[config.mk]
export PLATFORM = sky130hd
export DESIGN_NAME = voice_irq_ack
export DESIGN_NICKNAME = d
export VERILOG_FILES = /design/src/rtl/voice_irq_ack_pkg.sv /design/src/rtl/pending_vec.sv /design/src/rtl/lowest_pick.sv /design/src/rtl/voice_irq_ack.sv
export SDC_FILE = /design/constraint.sdc
export NUM_CORES = 1
export LEC_CHECK = 0
export BUFFER_PORTS_ARGS = -buffer_cell sky130_fd_sc_hd__buf_2
export CAP_MARGIN = 20
export CORE_MARGIN = 3
export CORE_UTILIZATION = 45
export CTS_BUF_LIST = sky130_fd_sc_hd__clkbuf_8
export CTS_CLUSTER_SIZE = 30
export DETAILED_ROUTE_END_ITERATION = 10
export PLACE_DENSITY = 0.69
export RECOVER_POWER = 25
export SETUP_SLACK_MARGIN = 0.05
export SYNTH_ARGS = -nofsm -noshare
export SYNTH_HDL_FRONTEND = slang
export SYNTH_SLANG_ARGS = --single-unit
[constraint.sdc]
create_clock -name clk -period 5.95 [get_ports clk]
set_input_delay 0.2975 -clock clk [delete_from_list [all_inputs] [get_ports clk]]
set_output_delay 0.2975 -clock clk [all_outputs]
set_load 0.01 [all_outputs]
[src/rtl/voice_irq_ack_pkg.sv]
`timescale 1ns/1ps
// Shared constants and helpers for the voice interrupt acknowledge scanner.
package voice_irq_ack_pkg;
    localparam logic [7:0] FN_ACK      = 8'h8F;
    localparam logic [7:0] FN_SOFT_RST = 8'h4C;
    localparam logic [7:0] TAG_WAVE    = 8'h60;
    localparam logic [7:0] TAG_RAMP    = 8'h80;
    localparam logic [7:0] RES_EMPTY   = 8'hE8;
    localparam logic [7:0] RD_UNMAPPED = 8'hFF;
    localparam int         STAT_WAVE_BIT = 5;
    localparam int         STAT_RAMP_BIT = 6;

    typedef enum logic {REG_FUNC = 1'b0, REG_DATA = 1'b1} reg_addr_e;

    // Merge a source tag with a voice number into a result byte.
    function automatic logic [7:0] encode_result(input logic [7:0] tag, input logic [7:0] voice);
        return tag | voice;
    endfunction
endpackage

[src/rtl/pending_vec.sv]
`timescale 1ns/1ps
// Pending-interrupt vector for one source.
// A set strobe dominates a same-cycle clear on its bit; wipe dominates both.
// Also exposes the next-state vector so the parent can judge emptiness.
module pending_vec #(
    parameter int W = 32
) (
    input  logic         clk,
    input  logic         rst_n,
    input  logic         wipe,
    input  logic [W-1:0] set,
    input  logic [W-1:0] clr,
    output logic [W-1:0] vec,
    output logic [W-1:0] vec_nxt
);
    genvar i;
    generate
        for (i = 0; i < W; i++) begin : g_bit
            // Next value of one pending bit.
            assign vec_nxt[i] = wipe ? 1'b0 : (set[i] | (vec[i] & ~clr[i]));
            // Hold one pending bit.
            always_ff @(posedge clk) begin
                if (!rst_n) vec[i] <= 1'b0;
                else        vec[i] <= vec_nxt[i];
            end
        end
    endgenerate
endmodule

[src/rtl/lowest_pick.sv]
`timescale 1ns/1ps
// Lowest-index priority picker: one-hot grant plus binary index.
// Assumes W >= 2. Purely combinational.
module lowest_pick #(
    parameter int W  = 31,
    localparam int IW = $clog2(W)
) (
    input  logic [W-1:0]  req,
    output logic          found,
    output logic [W-1:0]  grant,
    output logic [IW-1:0] idx
);
    logic [W:0] seen;
    assign seen[0] = 1'b0;

    genvar i;
    generate
        for (i = 0; i < W; i++) begin : g_chain
            assign grant[i]  = req[i] & ~seen[i];
            assign seen[i+1] = seen[i] | req[i];
        end
    endgenerate

    assign found = seen[W];

    // Encode the one-hot grant into a voice number.
    always_comb begin
        idx = '0;
        for (int k = 0; k < W; k++) begin
            if (grant[k]) idx = idx | IW'(k);
        end
    end
endmodule

[src/rtl/voice_irq_ack.sv]
`timescale 1ns/1ps
// Voice interrupt acknowledge scanner.
// Holds end-of-sample and end-of-ramp pending vectors, serves one voice per
// host acknowledge write (sample sources first, lowest voice first), latches
// an encoded result byte and drives the global status slice and irq line.
// Assumes NUM_VOICES <= 32 and 2 <= SCAN_VOICES <= NUM_VOICES.
module voice_irq_ack
    import voice_irq_ack_pkg::*;
#(
    parameter int NUM_VOICES  = 32,
    parameter int SCAN_VOICES = 31
) (
    input  logic                  clk,
    input  logic                  rst_n,
    input  logic [NUM_VOICES-1:0] wave_set,
    input  logic [NUM_VOICES-1:0] ramp_set,
    input  logic                  wr_en,
    input  logic                  wr_addr,
    input  logic [7:0]            wr_data,
    input  logic                  rd_addr,
    output logic [7:0]            rd_data,
    output logic [NUM_VOICES-1:0] wave_flag_clr,
    output logic [NUM_VOICES-1:0] ramp_flag_clr,
    output logic [7:0]            irq_status,
    output logic                  irq
);
    localparam int IW  = $clog2(SCAN_VOICES);
    localparam int PAD = NUM_VOICES - SCAN_VOICES;

    logic [7:0] func_q;
    logic [7:0] result_q, result_d;
    logic       wave_stat_q, ramp_stat_q, wave_stat_d, ramp_stat_d;
    logic       ack_wr, soft_rst_wr;

    logic [NUM_VOICES-1:0] wave_vec, wave_nxt, ramp_vec, ramp_nxt;
    logic [NUM_VOICES-1:0] wave_clr, ramp_clr;
    logic                  wave_found, ramp_found;
    logic [SCAN_VOICES-1:0] wave_grant, ramp_grant;
    logic [IW-1:0]         wave_idx, ramp_idx;
    logic                  take_wave, take_ramp;

    // Decode host writes into scan trigger and soft reset.
    assign ack_wr      = wr_en && (wr_addr == REG_FUNC) && (wr_data == FN_ACK);
    assign soft_rst_wr = wr_en && (wr_addr == REG_DATA) && (func_q == FN_SOFT_RST) && !wr_data[0];

    // Function select register.
    always_ff @(posedge clk) begin
        if (!rst_n)                          func_q <= 8'h00;
        else if (wr_en && wr_addr == REG_FUNC) func_q <= wr_data;
    end

    lowest_pick #(.W(SCAN_VOICES)) u_pick_wave (
        .req(wave_vec[SCAN_VOICES-1:0]), .found(wave_found), .grant(wave_grant), .idx(wave_idx)
    );
    lowest_pick #(.W(SCAN_VOICES)) u_pick_ramp (
        .req(ramp_vec[SCAN_VOICES-1:0]), .found(ramp_found), .grant(ramp_grant), .idx(ramp_idx)
    );

    // Source arbitration: any sample bit (scanned or not) blocks the ramp scan.
    always_comb begin
        take_wave = 1'b0;
        take_ramp = 1'b0;
        result_d  = RES_EMPTY;
        if (|wave_vec) begin
            if (wave_found) begin
                take_wave = 1'b1;
                result_d  = encode_result(TAG_WAVE, 8'(wave_idx));
            end
        end else if (|ramp_vec) begin
            if (ramp_found) begin
                take_ramp = 1'b1;
                result_d  = encode_result(TAG_RAMP, 8'(ramp_idx));
            end
        end
    end

    // Widen grants to the vector width, padding unscanned voices with zero.
    generate
        if (PAD > 0) begin : g_pad
            assign wave_clr = (ack_wr && take_wave) ? {{PAD{1'b0}}, wave_grant} : '0;
            assign ramp_clr = (ack_wr && take_ramp) ? {{PAD{1'b0}}, ramp_grant} : '0;
        end else begin : g_nopad
            assign wave_clr = (ack_wr && take_wave) ? wave_grant : '0;
            assign ramp_clr = (ack_wr && take_ramp) ? ramp_grant : '0;
        end
    endgenerate

    pending_vec #(.W(NUM_VOICES)) u_wave_vec (
        .clk(clk), .rst_n(rst_n), .wipe(soft_rst_wr), .set(wave_set),
        .clr(wave_clr), .vec(wave_vec), .vec_nxt(wave_nxt)
    );
    pending_vec #(.W(NUM_VOICES)) u_ramp_vec (
        .clk(clk), .rst_n(rst_n), .wipe(soft_rst_wr), .set(ramp_set),
        .clr(ramp_clr), .vec(ramp_vec), .vec_nxt(ramp_nxt)
    );

    // Next global status bits: set on any strobe, cleared when an ack empties the vector.
    always_comb begin
        wave_stat_d = wave_stat_q;
        ramp_stat_d = ramp_stat_q;
        if (soft_rst_wr) begin
            wave_stat_d = 1'b0;
            ramp_stat_d = 1'b0;
        end else begin
            if (|wave_set)                     wave_stat_d = 1'b1;
            else if ((|wave_clr) && !(|wave_nxt)) wave_stat_d = 1'b0;
            if (|ramp_set)                     ramp_stat_d = 1'b1;
            else if ((|ramp_clr) && !(|ramp_nxt)) ramp_stat_d = 1'b0;
        end
    end

    // Status, interrupt line, result byte and flag-clear strobes.
    always_ff @(posedge clk) begin
        if (!rst_n) begin
            wave_stat_q   <= 1'b0;
            ramp_stat_q   <= 1'b0;
            irq           <= 1'b0;
            result_q      <= RES_EMPTY;
            wave_flag_clr <= '0;
            ramp_flag_clr <= '0;
        end else begin
            wave_stat_q   <= wave_stat_d;
            ramp_stat_q   <= ramp_stat_d;
            irq           <= wave_stat_d | ramp_stat_d;
            if (ack_wr) result_q <= result_d;
            wave_flag_clr <= wave_clr;
            ramp_flag_clr <= ramp_clr;
        end
    end

    // Place the two owned bits into the status byte.
    always_comb begin
        irq_status = 8'h00;
        irq_status[STAT_WAVE_BIT] = wave_stat_q;
        irq_status[STAT_RAMP_BIT] = ramp_stat_q;
    end

    // Host read mux.
    always_comb begin
        if (rd_addr == REG_FUNC)    rd_data = func_q;
        else if (func_q == FN_ACK)  rd_data = result_q;
        else                        rd_data = RD_UNMAPPED;
    end
endmodule

==> metrics.md <==
| Metric | Value |
|---|---|
| Status | finished, final reports clean |
| Req. time, crit path | 6.30 ns |
| TritonCTS clock tree | yes |
| Die height | 125 um |
| Worst Path Arrival | 4.56 ns |
| Reg-to-reg slack, setup | 1.74 ns |
| Clock Skew | 0.0108 ns |
| Met3 routed WL | 1.49 mm |
| Crit path launch | u_wave_vec.vec[16]$_SDFF_PN0_ |
| I/O Buffers | 149 |
| Area of the multi-input gates | 3160 um^2 |
| Routed len/inst | 18.1 um |
| Flop pwr share | 0.533 |
| Largest net degree at the start of global routing | 66 |
| Post-Syn Area | 6400 um^2 |
| Total power | 1.98 mW |
| Maximum clock path buffer count | 2 |
| Metal2 WL | 8.90 mm |
| Synth area leader | dfxtp_1 |
| Post-synth ARST share | 0 |
| Combinational power share | 0.098 |
| Setup ws final | 1.74 ns |
| First-pass GRT wire length | 31.0 mm |
| Total area of sequential cells | 2880 um^2 |
| Final worst path period share | 0.708 |
| Crit path time final | 4.21 ns |
| # diodes | 0 |
| Peak Freq | 237 MHz |
| H-tree Lvls | 4 |
| Slew at the pin with the worst max-slew slack | 0.920 ns |
| Setup-failing EPs final | 0 |
| DR top layer | met4 |
| Int Power | 1.41 mW |
| Vias/cell | 5.79 |
| Leakage | 2.95 nW |
| End point of the critical path | ramp_flag_clr[25]$_SDFF_PN0_ |
| Power per cell area | 263 nW/um^2 |
| Yosys top cell area share | 0.450 |
| Layout cells sized above 1 | 0.172 |
| CP Launch Type | flip-flop |
| Worst vdd ir | 0.000169 V |
| M1 WL | 9.17 mm |
| GRT Overall Usage | 0.245 |
| Gpl congestion | 0.935 |
| R2R depth | 6 |
| CP max FO | 21 |
| Sw Pwr | 0.565 mW |
| Starting density of the core | 0.472 |
| Slew Viols, Final | 0 |
| RSZ-0062 raised after global routing | false |
| Clk pwr share | 0.368 |
| Initial antenna violation count | 0 |
| Number of synthesis warnings | 0 |
| P&R area growth vs syn | 17.4% |
| Die width | 125 um |
| Post-DP HPWL | 14.9 mm |
| Clock-pin slew on the worst setup and hold paths | 0.08 ns |
| Post-synth cell types | 63 |
| Hold_ws | 0.0628 ns |
| Max Cap Viol | 0 |
| Root Driver | clkbuf_8 |
| Dpl ws | 1.82 ns |
| Post-route ant nets | 0 |
| Final Hold Fails | 0 |
| Slew margin rel. | 0.385 |
| FF-to-FF End | ramp_flag_clr[25]$_SDFF_PN0_ |
| Reg-to-reg startpoint | u_wave_vec.vec[16]$_SDFF_PN0_ |
| Post-DP Area | 7200 um^2 |
| DRT Pass-1 Iters | 5 |
| Post-CTS resize count | 0 |
| Vias in the first global route | 5854 |
| Post-synthesis register bit count | 144 |
| Core area | 13600 um^2 |
| Post-CTS Setup Repair Bufs | 0 |
| CTS buffer count | 17 |
| Ports | 158 |
| DIE AREA | 15700 um^2 |
| Ranking of synthesized cells by area | dfxtp_1, nor2_1, a21oi_1 |
| Post-synth EDFFs | 0 |
| Global route overflow | 0 |
| Vias | 6422 |
| WL final | 20.1 mm |
| Cells after synthesis | 791 |
| Fin area | 7510 um^2 |
| Iteration-0 DRC Markers | 592 |
| Rows | 42 |
| Clk_lat worst skew | 0.46 ns |
| CP endpoint kind | flip-flop |
| Filler Cells Inserted | 1342 |
| Worst min path class | input port to flip-flop |
| Switching Share | 0.286 |
| Sequential cell area fraction in the yosys report | 0.450 |
| CTS Hold Buffers Added | 0 |
| DRC errors left | 0 |
| Clk sinks | 144 |
| Final #Nets | 998 |
| Crit Path Category | flip-flop to flip-flop |
| Synth Area per Inst | 8.10 um^2 |
| Fin Setup TNS | 0 ns |
| Most used DFF post-synth | dfxtp_1 |
cell usage after synthesis, types with 6 or more instances:
cell	count
buf_4	10
nand4_1	13
a31oi_1	6
clkbuf_1	35
dfxtp_1	144
nor3_1	27
or4_1	13
nor2_1	108
o21ai_0	40
a21oi_1	78
nor4_1	33
nand3b_1	6
inv_1	39
nand3_1	24
nand2_1	66
o22a_1	6
or3_1	9
o31ai_1	10
o41ai_1	7
and3_1	24
per-stage QoR:
stage,util,cells
2_1_floorplan,-,798
3_3_place_gp,0.531,1078
3_5_place_dp,0.531,1078
4_1_cts,0.559,1110
5_1_grt,0.554,1110
6_report,0.554,1110
worst min-delay path by stage:
stage,startpoint,end,slack (ns),cells after the start
after floorplan,ramp_set[31],u_ramp_vec.vec[31]$_SDFF_PN0_,0.41,2
after global placement,func_q[4]$_SDFFE_PN0P_,func_q[4]$_SDFFE_PN0P_,0.46,2
after detailed placement,func_q[4]$_SDFFE_PN0P_,func_q[4]$_SDFFE_PN0P_,0.47,2
after CTS,ramp_set[22],u_ramp_vec.vec[22]$_SDFF_PN0_,0.04,3
after global routing,ramp_set[19],u_ramp_vec.vec[19]$_SDFF_PN0_,0.07,3
final,ramp_set[22],u_ramp_vec.vec[22]$_SDFF_PN0_,0.06,3
placed cells by master, fill, tap and decap left out, drive strengths merged, types with 5 or more instances in the layout:
| cell | Yosys | layout |
|---|---|---|
| dfxtp | 144 | 144 |
| nor2 | 108 | 108 |
| buf | 16 | 108 |
| a21oi | 78 | 78 |
| nand2 | 66 | 66 |
| clkbuf | 35 | 64 |
| inv | 39 | 43 |
| o21ai | 40 | 40 |
| nor4 | 38 | 38 |
| nor3 | 29 | 29 |
| nand3 | 24 | 24 |
| and3 | 24 | 24 |
| or4 | 14 | 14 |
| nand4 | 13 | 13 |
| o31ai | 10 | 10 |
| or3 | 9 | 9 |
| conb | 1 | 8 |
| o41ai | 7 | 7 |
| or2 | 7 | 7 |
| o22a | 6 | 6 |
| nand3b | 6 | 6 |
| a31oi | 6 | 6 |
| a211oi | 6 | 6 |
| clkinv | 0 | 6 |
| nand2b | 5 | 5 |
| o211ai | 5 | 5 |
| nor4b | 5 | 5 |
critical path, cell delays in order (launching register included):
cell and delay (ns):
dfxtp_1 0.40, nor4_1 0.65, nand4_1 0.56, nand4b_4 0.51, nor2_1 0.80, nand2_1 0.74, nor4b_1 0.42
cell families (layout without fill, tap and decap cells):
kind of cell,count (synthesis),after routing,share of synthesized area
AOI/OAI and AO/OA,184,184,0.178
adders and majority gates,1,1,0.00176
buffers and inverters,90,226,0.0614
DFF,144,144,0.450
other,1,8,0.000586
and+or+nand+nor,371,371,0.308
sequential cells by signal, indices dropped and copies added (netlist names):
| register | flops |
|---|---|
| wave_stat_q | 1 |
| ramp_flag_clr | 31 |
| result_q | 7 |
| irq | 1 |
| u_wave_vec.vec | 32 |
| wave_flag_clr | 31 |
| ramp_stat_q | 1 |
| u_ramp_vec.vec | 32 |
| func_q | 8 |
final cells by class:
type,instances,area share
Multi-Input combinational cell,564,0.421
Clock inverter,15,0.0181
Sequential cell,144,0.384
Clock buffer,17,0.0311
Timing Repair Buffer,155,0.0974
Inverter,39,0.0195
Tap cell,176,0.0293
per-layer routing:
layer,vias to the layer above,track usage
met2,308,0.369
met5,-,0
met4,0,0.0931
met3,41,0.0529
met1,2970,0.347
li1,3103,-
power groups by stage:
stage / sequential [mW] / clock [mW] / combinational (mW)
after floorplan: 1.05 / 0 / 0.137
final: 1.05 / 0.727 / 0.195
after detailed placement: 1.07 / 0 / 0.190
after global placement: 1.07 / 0 / 0.191
after CTS: 1.05 / 0.739 / 0.192
after global routing: 1.06 / 0.774 / 0.215
Power figures use the tool's default switching activity.
